--- src/rtl/phpwm_pkg.sv ---
package phpwm_pkg;

    // Per-channel update controller states
    typedef enum logic [1:0] {
        SLOT_IDLE    = 2'd0,
        SLOT_COLLECT = 2'd1,
        SLOT_ARMED   = 2'd2
    } slot_state_t;

    // Byte selector codes inside one channel's four-byte window
    localparam logic [1:0] SEL_RISE_LO = 2'd0;
    localparam logic [1:0] SEL_RISE_HI = 2'd1;
    localparam logic [1:0] SEL_FALL_LO = 2'd2;
    localparam logic [1:0] SEL_FALL_HI = 2'd3;

    localparam int BYTE_W  = 8;
    localparam int NBYTES  = 4;

endpackage

--- src/rtl/phase_counter.sv ---
module phase_counter #(
    parameter int CW = 12
) (
    input  logic          clk,
    input  logic          rst,
    output logic [CW-1:0] cnt
);

    localparam logic [CW-1:0] CNT_MAX = {CW{1'b1}};

    always_ff @(posedge clk) begin
        if (rst) begin
            cnt <= '0;
        end else begin
            cnt <= cnt + CW'(1);
        end
    end

    // wrap from the top count to zero
    assert_cnt_wrap_R1: assert property (@(posedge clk) disable iff (rst)
        (cnt == CNT_MAX) |=> (cnt == '0));

    // single step otherwise
    assert_cnt_step_R1: assert property (@(posedge clk) disable iff (rst)
        (cnt != CNT_MAX) |=> (cnt == $past(cnt) + CW'(1)));

endmodule

--- src/rtl/pwm_slot.sv ---
module pwm_slot
    import phpwm_pkg::*;
#(
    parameter int CW  = 12,
    parameter int NCH = 16,
    parameter int IDX = 0
) (
    input  logic          clk,
    input  logic          rst,
    input  logic [CW-1:0] cnt,
    input  logic          stagger_en,
    input  logic          ack_mode,
    input  logic          bus_stop,
    input  logic          bus_ack,
    input  logic          wr_hit,
    input  logic [1:0]    wr_sel,
    input  logic [7:0]    wr_data,
    output logic [CW-1:0] sh_rise,
    output logic [CW-1:0] sh_fall,
    output logic          pwm
);

    localparam int            HIW  = CW - BYTE_W;
    localparam int            STEP = (1 << CW) / NCH;
    localparam logic [CW-1:0] OFS  = CW'(IDX * STEP);
    localparam logic [NBYTES-1:0] ALL_BYTES = {NBYTES{1'b1}};

    slot_state_t       st, st_d;
    logic [NBYTES-1:0] mask, wbit;
    logic [CW-1:0]     rise_act, fall_act;
    logic [CW-1:0]     base, last, rise_eff, fall_eff;
    logic              commit_ok, swap, pwm_d;

    // Phase arithmetic: window shift and the channel's boundary count
    always_comb begin
        base     = stagger_en ? OFS : '0;
        last     = base - CW'(1);
        rise_eff = rise_act + base;
        fall_eff = fall_act + base;
    end

    // Event decode
    always_comb begin
        wbit      = wr_hit ? (NBYTES'(1) << wr_sel) : '0;
        commit_ok = ack_mode ? (bus_ack && (mask == ALL_BYTES))
                             : (bus_stop && (mask != '0));
        swap      = (st == SLOT_ARMED) && (cnt == last);
    end

    // Next-state logic
    always_comb begin
        st_d = st;
        unique case (st)
            SLOT_IDLE: begin
                if (wr_hit) st_d = SLOT_COLLECT;        // load
            end
            SLOT_COLLECT: begin
                if (commit_ok) st_d = SLOT_ARMED;       // commit
            end
            SLOT_ARMED: begin
                if (swap) st_d = wr_hit ? SLOT_COLLECT : SLOT_IDLE;  // swap
            end
            default: st_d = SLOT_IDLE;
        endcase
    end

    // State register
    always_ff @(posedge clk) begin
        if (rst) st <= SLOT_IDLE;
        else     st <= st_d;
    end

    // Written-byte record
    always_ff @(posedge clk) begin
        if (rst)       mask <= '0;
        else if (swap) mask <= wbit;
        else           mask <= mask | wbit;
    end

    // Shadow compares
    always_ff @(posedge clk) begin
        if (rst) begin
            sh_rise <= '0;
            sh_fall <= '0;
        end else if (wr_hit) begin
            unique case (wr_sel)
                SEL_RISE_LO: sh_rise[BYTE_W-1:0]  <= wr_data;
                SEL_RISE_HI: sh_rise[CW-1:BYTE_W] <= wr_data[HIW-1:0];
                SEL_FALL_LO: sh_fall[BYTE_W-1:0]  <= wr_data;
                SEL_FALL_HI: sh_fall[CW-1:BYTE_W] <= wr_data[HIW-1:0];
                default: ;
            endcase
        end
    end

    // Active compares, swapped only at the boundary
    always_ff @(posedge clk) begin
        if (rst) begin
            rise_act <= '0;
            fall_act <= '0;
        end else if (swap) begin
            rise_act <= sh_rise;
            fall_act <= sh_fall;
        end
    end

    // Output process
    always_comb begin
        if (rise_eff == fall_eff)  pwm_d = 1'b0;
        else if (cnt == rise_eff)  pwm_d = 1'b1;
        else if (cnt == fall_eff)  pwm_d = 1'b0;
        else                       pwm_d = pwm;
    end

    always_ff @(posedge clk) begin
        if (rst) pwm <= 1'b0;
        else     pwm <= pwm_d;
    end

    // equal compares give a low output
    assert_eq_low_R3: assert property (@(posedge clk) disable iff (rst)
        (rise_eff == fall_eff) |=> !pwm);

    // rise and fall one clock after the matching count
    assert_rise_R2: assert property (@(posedge clk) disable iff (rst)
        ((rise_eff != fall_eff) && (cnt == rise_eff)) |=> pwm);

    assert_fall_R2: assert property (@(posedge clk) disable iff (rst)
        ((rise_eff != fall_eff) && (cnt == fall_eff)) |=> !pwm);

    // swap at the boundary copies the shadow values
    assert_swap_R9: assert property (@(posedge clk) disable iff (rst)
        ((st == SLOT_ARMED) && (cnt == last)) |=>
        ((st != SLOT_ARMED) && (rise_act == $past(sh_rise)) && (fall_act == $past(sh_fall))));

    // active compares frozen unless armed
    assert_hold_R9: assert property (@(posedge clk) disable iff (rst)
        (st != SLOT_ARMED) |=> ($stable(rise_act) && $stable(fall_act)));

    // partial channel never arms in acknowledge mode
    assert_partial_R8: assert property (@(posedge clk) disable iff (rst)
        (ack_mode && (st == SLOT_COLLECT) && (mask != ALL_BYTES)) |=> (st != SLOT_ARMED));

    // transaction end arms a pending channel in stop mode
    assert_stop_arms_R7: assert property (@(posedge clk) disable iff (rst)
        (!ack_mode && (st == SLOT_COLLECT) && bus_stop) |=> (st == SLOT_ARMED));

endmodule

--- src/rtl/phased_pwm_bank.sv ---
module phased_pwm_bank
    import phpwm_pkg::*;
#(
    parameter  int NCH = 16,
    parameter  int CW  = 12,
    localparam int AW  = $clog2(NCH) + 3
) (
    input  logic           clk,
    input  logic           rst,
    input  logic           wr_en,
    input  logic [AW-1:0]  wr_addr,
    input  logic [7:0]     wr_data,
    input  logic [AW-1:0]  rd_addr,
    output logic [7:0]     rd_data,
    input  logic           bus_stop,
    input  logic           bus_ack,
    output logic [NCH-1:0] pwm_out
);

    localparam int CHW = $clog2(NCH);

    logic [CW-1:0]  cnt;
    logic           ack_mode, stagger_en;
    logic           mode_hit;
    logic [CHW-1:0] wr_ch, rd_ch;
    logic [1:0]     wr_sel, rd_sel;
    logic [CW-1:0]  sh_rise [NCH];
    logic [CW-1:0]  sh_fall [NCH];

    phase_counter #(.CW(CW)) u_cnt (
        .clk (clk),
        .rst (rst),
        .cnt (cnt)
    );

    // Address decode
    always_comb begin
        mode_hit = wr_en && wr_addr[AW-1];
        wr_ch    = wr_addr[AW-2:2];
        wr_sel   = wr_addr[1:0];
        rd_ch    = rd_addr[AW-2:2];
        rd_sel   = rd_addr[1:0];
    end

    // Mode byte
    always_ff @(posedge clk) begin
        if (rst) begin
            ack_mode   <= 1'b0;
            stagger_en <= 1'b0;
        end else if (mode_hit) begin
            ack_mode   <= wr_data[0];
            stagger_en <= wr_data[1];
        end
    end

    generate
        for (genvar gi = 0; gi < NCH; gi++) begin : g_slot
            logic hit;
            assign hit = wr_en && !wr_addr[AW-1] && (wr_ch == CHW'(gi));
            pwm_slot #(.CW(CW), .NCH(NCH), .IDX(gi)) u_slot (
                .clk        (clk),
                .rst        (rst),
                .cnt        (cnt),
                .stagger_en (stagger_en),
                .ack_mode   (ack_mode),
                .bus_stop   (bus_stop),
                .bus_ack    (bus_ack),
                .wr_hit     (hit),
                .wr_sel     (wr_sel),
                .wr_data    (wr_data),
                .sh_rise    (sh_rise[gi]),
                .sh_fall    (sh_fall[gi]),
                .pwm        (pwm_out[gi])
            );
        end
    endgenerate

    // Read mux
    always_comb begin
        if (rd_addr[AW-1]) begin
            rd_data = {6'b0, stagger_en, ack_mode};
        end else begin
            unique case (rd_sel)
                SEL_RISE_LO: rd_data = sh_rise[rd_ch][BYTE_W-1:0];
                SEL_RISE_HI: rd_data = 8'(sh_rise[rd_ch] >> BYTE_W);
                SEL_FALL_LO: rd_data = sh_fall[rd_ch][BYTE_W-1:0];
                SEL_FALL_HI: rd_data = 8'(sh_fall[rd_ch] >> BYTE_W);
                default:     rd_data = '0;
            endcase
        end
    end

    // mode byte reflects the last mode write
    assert_mode_wr_R6: assert property (@(posedge clk) disable iff (rst)
        mode_hit |=> ((ack_mode == $past(wr_data[0])) && (stagger_en == $past(wr_data[1]))));

endmodule

--- config.mk ---
export PLATFORM = sky130hd
export DESIGN_NAME = phased_pwm_bank
export DESIGN_NICKNAME = d
export VERILOG_FILES = /design/src/rtl/phpwm_pkg.sv /design/src/rtl/phase_counter.sv /design/src/rtl/pwm_slot.sv /design/src/rtl/phased_pwm_bank.sv
export SDC_FILE = /design/constraint.sdc
export NUM_CORES = 2
export LEC_CHECK = 0
export ABC_AREA = 1
export BUFFER_PORTS_ARGS = -buffer_cell sky130_fd_sc_hd__clkbuf_2
export CAP_MARGIN = 5
export CORE_MARGIN = 2
export CORE_UTILIZATION = 48
export CTS_BUF_LIST = sky130_fd_sc_hd__clkbuf_8
export CTS_CLUSTER_SIZE = 16
export DETAILED_ROUTE_END_ITERATION = 8
export SKIP_LAST_GASP = 1
export SYNTH_ARGS = -nofsm -noshare
export SYNTH_HDL_FRONTEND = slang
export SYNTH_SLANG_ARGS = --single-unit
export TNS_END_PERCENT = 10
--- constraint.sdc ---
create_clock -name clk -period 5.23 [get_ports clk]
set_clock_uncertainty 0.15 [all_clocks]
set_input_delay 1.046 -clock clk [delete_from_list [all_inputs] [get_ports clk]]
set_output_delay 1.046 -clock clk [all_outputs]
set_load 0.03 [all_outputs]
Word level (Yosys, flattened, before mapping)

Index checks and enable logic that the tools add are counted.

Shift-type cells: 1
Eq/ne operators: 181
Bitwise operators: 17
Mux-type cells: 183
$lt $le $gt $ge: 1
Add/sub/neg operators: 46
Reductions and logical operators: 214

Operator list:

| kind                    | count |
|---|---|
| $eq A12 B12 Y1          | 63 |
| $add A12 B12 Y12        | 30 |
| $sub A12 B1 Y12 const B | 15 |
| $mux W12                | 12 |
| $mux W4                 | 32 |
| $reduce_and A2 Y1       | 64 |
| $bmux W12 S4            | 2 |
| $eq A4 B4 Y1 const B    | 24 |
| $mux W2                 | 48 |
| $ne A2 B1 Y1 const B    | 48 |
| $pmux W2 S3             | 16 |
| $logic_and A1 B1 Y1     | 66 |
| $mux W1                 | 64 |
| $or A4 B4 Y4            | 16 |
| $reduce_bool A4 Y1      | 16 |
| $reduce_and A3 Y1       | 16 |
| $mux W11                | 4 |
| $eq A2 B2 Y1 const B    | 20 |
| $eq A2 B1 Y1 const B    | 18 |
| $logic_not A2 Y1        | 18 |
| $pmux W8 S4             | 1 |
| $reduce_bool A2 Y1      | 16 |
| $reduce_or A2 Y1        | 16 |
| $mux W10                | 2 |
| 12 further kinds        | 16 |

Input bits: 27
Output and inout bits: 24
Register bits after elaboration: 894

Logic depth before layout (Yosys ltp)

Depth in word-level cells: 6
Depth in mapped cells: 13
Depth with buffers taken out: 11

Modules after synthesis

From an unflattened synthesis, not the netlist that was laid out.

Cells, all modules: 7976
Area, all modules: 50422.1 µm²

Modules (own cells, without submodules):

| module                       | times used | cells each | area an instance (µm²) |
|---|---|---|---|
| phased_pwm_bank              | 1          | 940        | 4271.6 |
| pwm_slot (g_slot[11].u_slot) | 1          | 488        | 3011.6 |
| pwm_slot (g_slot[15].u_slot) | 1          | 431        | 2990.4 |
| pwm_slot (g_slot[9].u_slot)  | 1          | 485        | 2974.1 |
| pwm_slot (g_slot[1].u_slot)  | 1          | 439        | 2932.8 |
| pwm_slot (g_slot[3].u_slot)  | 1          | 457        | 2889.0 |
| pwm_slot (g_slot[7].u_slot)  | 1          | 411        | 2870.3 |
| pwm_slot (g_slot[6].u_slot)  | 1          | 461        | 2867.8 |
| pwm_slot (g_slot[5].u_slot)  | 1          | 435        | 2862.7 |
| pwm_slot (g_slot[12].u_slot) | 1          | 440        | 2854.0 |
| pwm_slot (g_slot[14].u_slot) | 1          | 420        | 2847.7 |
| pwm_slot (g_slot[10].u_slot) | 1          | 448        | 2842.7 |
| pwm_slot (g_slot[13].u_slot) | 1          | 415        | 2800.2 |
| pwm_slot (g_slot[4].u_slot)  | 1          | 426        | 2795.2 |
| +4 rows                      | -          | -          | - |

Worst setup path after synthesis

OpenSTA, ideal clock, no wires.

Path type: input port to output port
Start: in rd_addr[2]
End: out rd_data[4]
Arrival: 2.656 ns
Setup slack: 1.378 ns
Buffers on the path: 3
Data required time: 4.034 ns
Cell stages on the path: 9
Cell sequence: buf_2 > clkbuf_1 > clkbuf_1 > o21ai_0 > o211ai_1 > nand3_1 > nand2_1 > nand2_1 > a21oi_1

Word-level cells in the longest chain between the ends: 6
Elaborated cells between the ends (all ways): 9

Ends and longest elaborated chain:

| element                                          | line                                         | source |
|---|---|---|
| start, declared                                  | phased_pwm_bank.sv:13                        | `input logic [AW-1:0] rd_addr,` |
| $not A4 Y5 (not written as such) (*)             | phased_pwm_bank.sv:84, phased_pwm_bank.sv:86 |  |
| $bmux W12 S4, on equally long branches           | phased_pwm_bank.sv:86, phased_pwm_bank.sv:84 |  |
| $mux W12, on equally long branches (2 in series) | -                                            |  |
| $pmux W8 S4 (*)                                  | phased_pwm_bank.sv:83                        | `unique case (rd_sel)` |
| $mux W8 (*)                                      | phased_pwm_bank.sv:80                        | `if (rd_addr[AW-1]) begin` |
| end, declared                                    | phased_pwm_bank.sv:14                        | `output logic [7:0] rd_data,` |

Mark *: on every way between the ends. The rest lies on a longest branch, timed or not. The select of a mux whose other input is x is not followed.

Final worst setup path

Ends and elaborated chain as after synthesis.

==> impl_results.md <==
- Status: complete, no violations
- Reg clk slew, reported paths: roughly 60 ps
- F_max: roughly 210 MHz
- DRC: 0
- Post-synth top cells: 1478 x nand2_1, 1139 x nor2_1, 894 x dfxtp_1
- Layout area overhead: 9.27%
- Hold_buf cts: 0
- Cts bufs inserted: approximately 160
- Fin. max-slew vios: 0
- Crit path kind: input port to output port
- Cell Area, Placed: ~48000 um^2
- Async S/R FF share, synth: 0
- Core area: 96400 um^2
- Max_cap viols: 0
- Pin count of the biggest net entering global routing: 174
- CTS tree: built
- Hold Crit Class: flip-flop to flip-flop
- Worst-margin pin slew: 1300 ps
- Worst VDD drop: 207 uV
- Mean Syn Cell Area: a little under 7 um^2
- Total grt overflow: 0
- Die H: approximately 320 um
- PnR Total Power: approximately 0.015 W
- Via count: around 45k
- Final ANT Viol Nets: 0
- Clock Sinks: ~900
- All-Layer GR Usage: 0.379
- CP arrival: about 3600 ps
- Final Wtd Congestion: ~1
- WL met2: between 80 and 90 mm
- Post-cts sizing count: 0
- Max layer used: met5
- Synth top area share: 0.384
- Length of routed met3 wiring: between 15 and 20 mm
- DP Wirelength: about 130 mm
- Top_reg_cell synth: dfxtp_1
- P_leak: about 23 nW
- Startpoint class of the critical path: input port
- First-pass GRT wire length: approximately 280 mm
- Distinct cells, synth: between 40 and 50
- Yosys top cell by area: dfxtp_1
- Crit-path max FO: between 50 and 60
- Setup_tns: 0 ps
- H-tree Lvls: 4
- Share of layout cells above drive strength 1: 0.0786
- Via density per instance: roughly 5.5
- Final nets: about 6.7k
- Pwr/cell area: 295 nW/um^2
- Cell types occupying the most area after synthesis: dfxtp_1 38%, nand2_1 12%, nor2_1 9.2%
- Die width: 316 um
- Initial Util: 0.483
- First drt pass iteration count: 6
- Final Instance Area: 50900 um^2
- Endpoints failing hold: 0
- Max-Slew Margin vs Limit: 0.132
- WL met1: around 80 mm
- Sequential fraction of the synthesis area: 0.384
- Final worst path period share: 0.917
- Hold Slack: 306 ps
- Post-Synthesis Cells: ~6.7k
- Worst Path Required: around 4000 ps
- Num ports: ~50
- Post-synth EDFFs: 0
- Clock latency on the worst-skew pair: about 870 ps
- Post-CTS setup buffer count: 0
- Minimum clock period: between 4000 and 5000 ps
- 1st-iter DRT viols: 4990
- Clock root cell: clkbuf_8
- Initial antenna violation count: 8
- Max clock buf depth: 3
- Syn_nets: 6824
- RSZ-0062 raised after global routing: false
- I/O Buffers: 50
- Crit. End Element: output port
- Vias in the first global route: between 40k and 50k
- Most frequent cell after synthesis: nand2_1
- Routed len/inst: around 24 um
- Fill cells: around 10k
- Routed wire length: 191 mm
- Die area: roughly 100000 um^2
- Final setup fails: 0
- Post-synthesis sequential element count: around 890
- Synth Warn #: 0
- Row cnt: 114
- Syn Std Cell Area: 46600 um^2
==> where the power goes <==
part | internal, W | switching [W]
Sequential | 0.00684 | 0.0000380
Combinational | 0.000316 | 0.000848
Clock | 0.00385 | 0.00311
==> layer usage <==
layer / global-route usage / vias up
met5: 0 / -
met3: 0.0781 / 437
met2: 0.577 / 1908
met4: 0.203 / 8
met1: 0.504 / 20900
li1: - / 21300
==> final cells by class <==
class                      count  area [um^2]  share of cell area
inverter                     564         2130              0.0418
clock buffer                 204         2810              0.0552
antenna                        4         10.0            0.000197
multi-input combinational   4871        24700               0.485
tap                         1276         1600              0.0314
sequential                   894        17900               0.352
clock inverter                81          578              0.0114
timing repair buffer         143         1190              0.0234
==> kinds of logic after synthesis <==
kind of cell | share of synthesized area
flip-flops | 0.384
buffers and inverters | 0.0864
AO/OA/AOI/OAI | 0.115
adder cells (fa/ha/maj) | 0.0205
XOR/XNOR | 0.0889
AND/OR/NAND/NOR | 0.305
==> critical path, stage by stage <==
cell      delay (ps)
buf_6            210
inv_4            350
buf_12           310
buf_4            180
nand2_1           50
nand3_1           80
nand3_1          190
nand3_1          210
nand3_1           90
a21oi_1          510
clkbuf_2         310
==> cell usage in the layout (no fill, tap or decap), types with 12 or more instances in the layout <==
cell type     n
nand2_1    1477
nor2_1     1137
dfxtp_1     881
inv_1       581
a21oi_1     512
o21ai_0     427
nand3_1     367
xnor2_1     316
clkbuf_8    204
xor2_1      154
nand4_1     101
buf_4        76
nor3b_2      65
ha_1         57
nor3_1       45
clkbuf_2     43
o22ai_1      40
o211ai_1     36
nor3b_1      31
nor4_1       19
buf_12       18
inv_2        17
or2_2        16
clkinv_2     14
fa_1         12
dfxtp_2      12
==> per-stage QoR <==
stage,worst slack (ps),std cells,utilization
floorplan,1380,6728,-
global placement,584,7748,0.493
detailed placement,604,7748,0.493
CTS,598,8033,0.528
global route,438,8036,0.528
finish,435,8037,0.528
==> flip-flops by register name, indices dropped and copies added (netlist names) <==
signal,flops
g_slot.u_slot.fall_act,192
g_slot.u_slot.pwm,16
g_slot.u_slot.mask,64
g_slot.u_slot.rise_act,192
g_slot.u_slot.sh_rise,192
u_cnt.cnt,12
ack_mode,1
g_slot.u_slot.st,32
stagger_en,1
g_slot.u_slot.sh_fall,192
==> final timing paths <==
kind	startpoint	endpoint	slack, ps	depth (start not counted)
worst max-delay path	rd_addr[2]	rd_data[4]	430	11
worst max register to register	u_cnt.cnt[4]	g_slot[0].u_slot.mask[0]	1330	9
worst min register to register	g_slot[11].u_slot.pwm	g_slot[11].u_slot.pwm	310	2
worst min-delay path	g_slot[11].u_slot.pwm	g_slot[11].u_slot.pwm	310	2
Note: power is estimated with default switching activity, not from simulation.
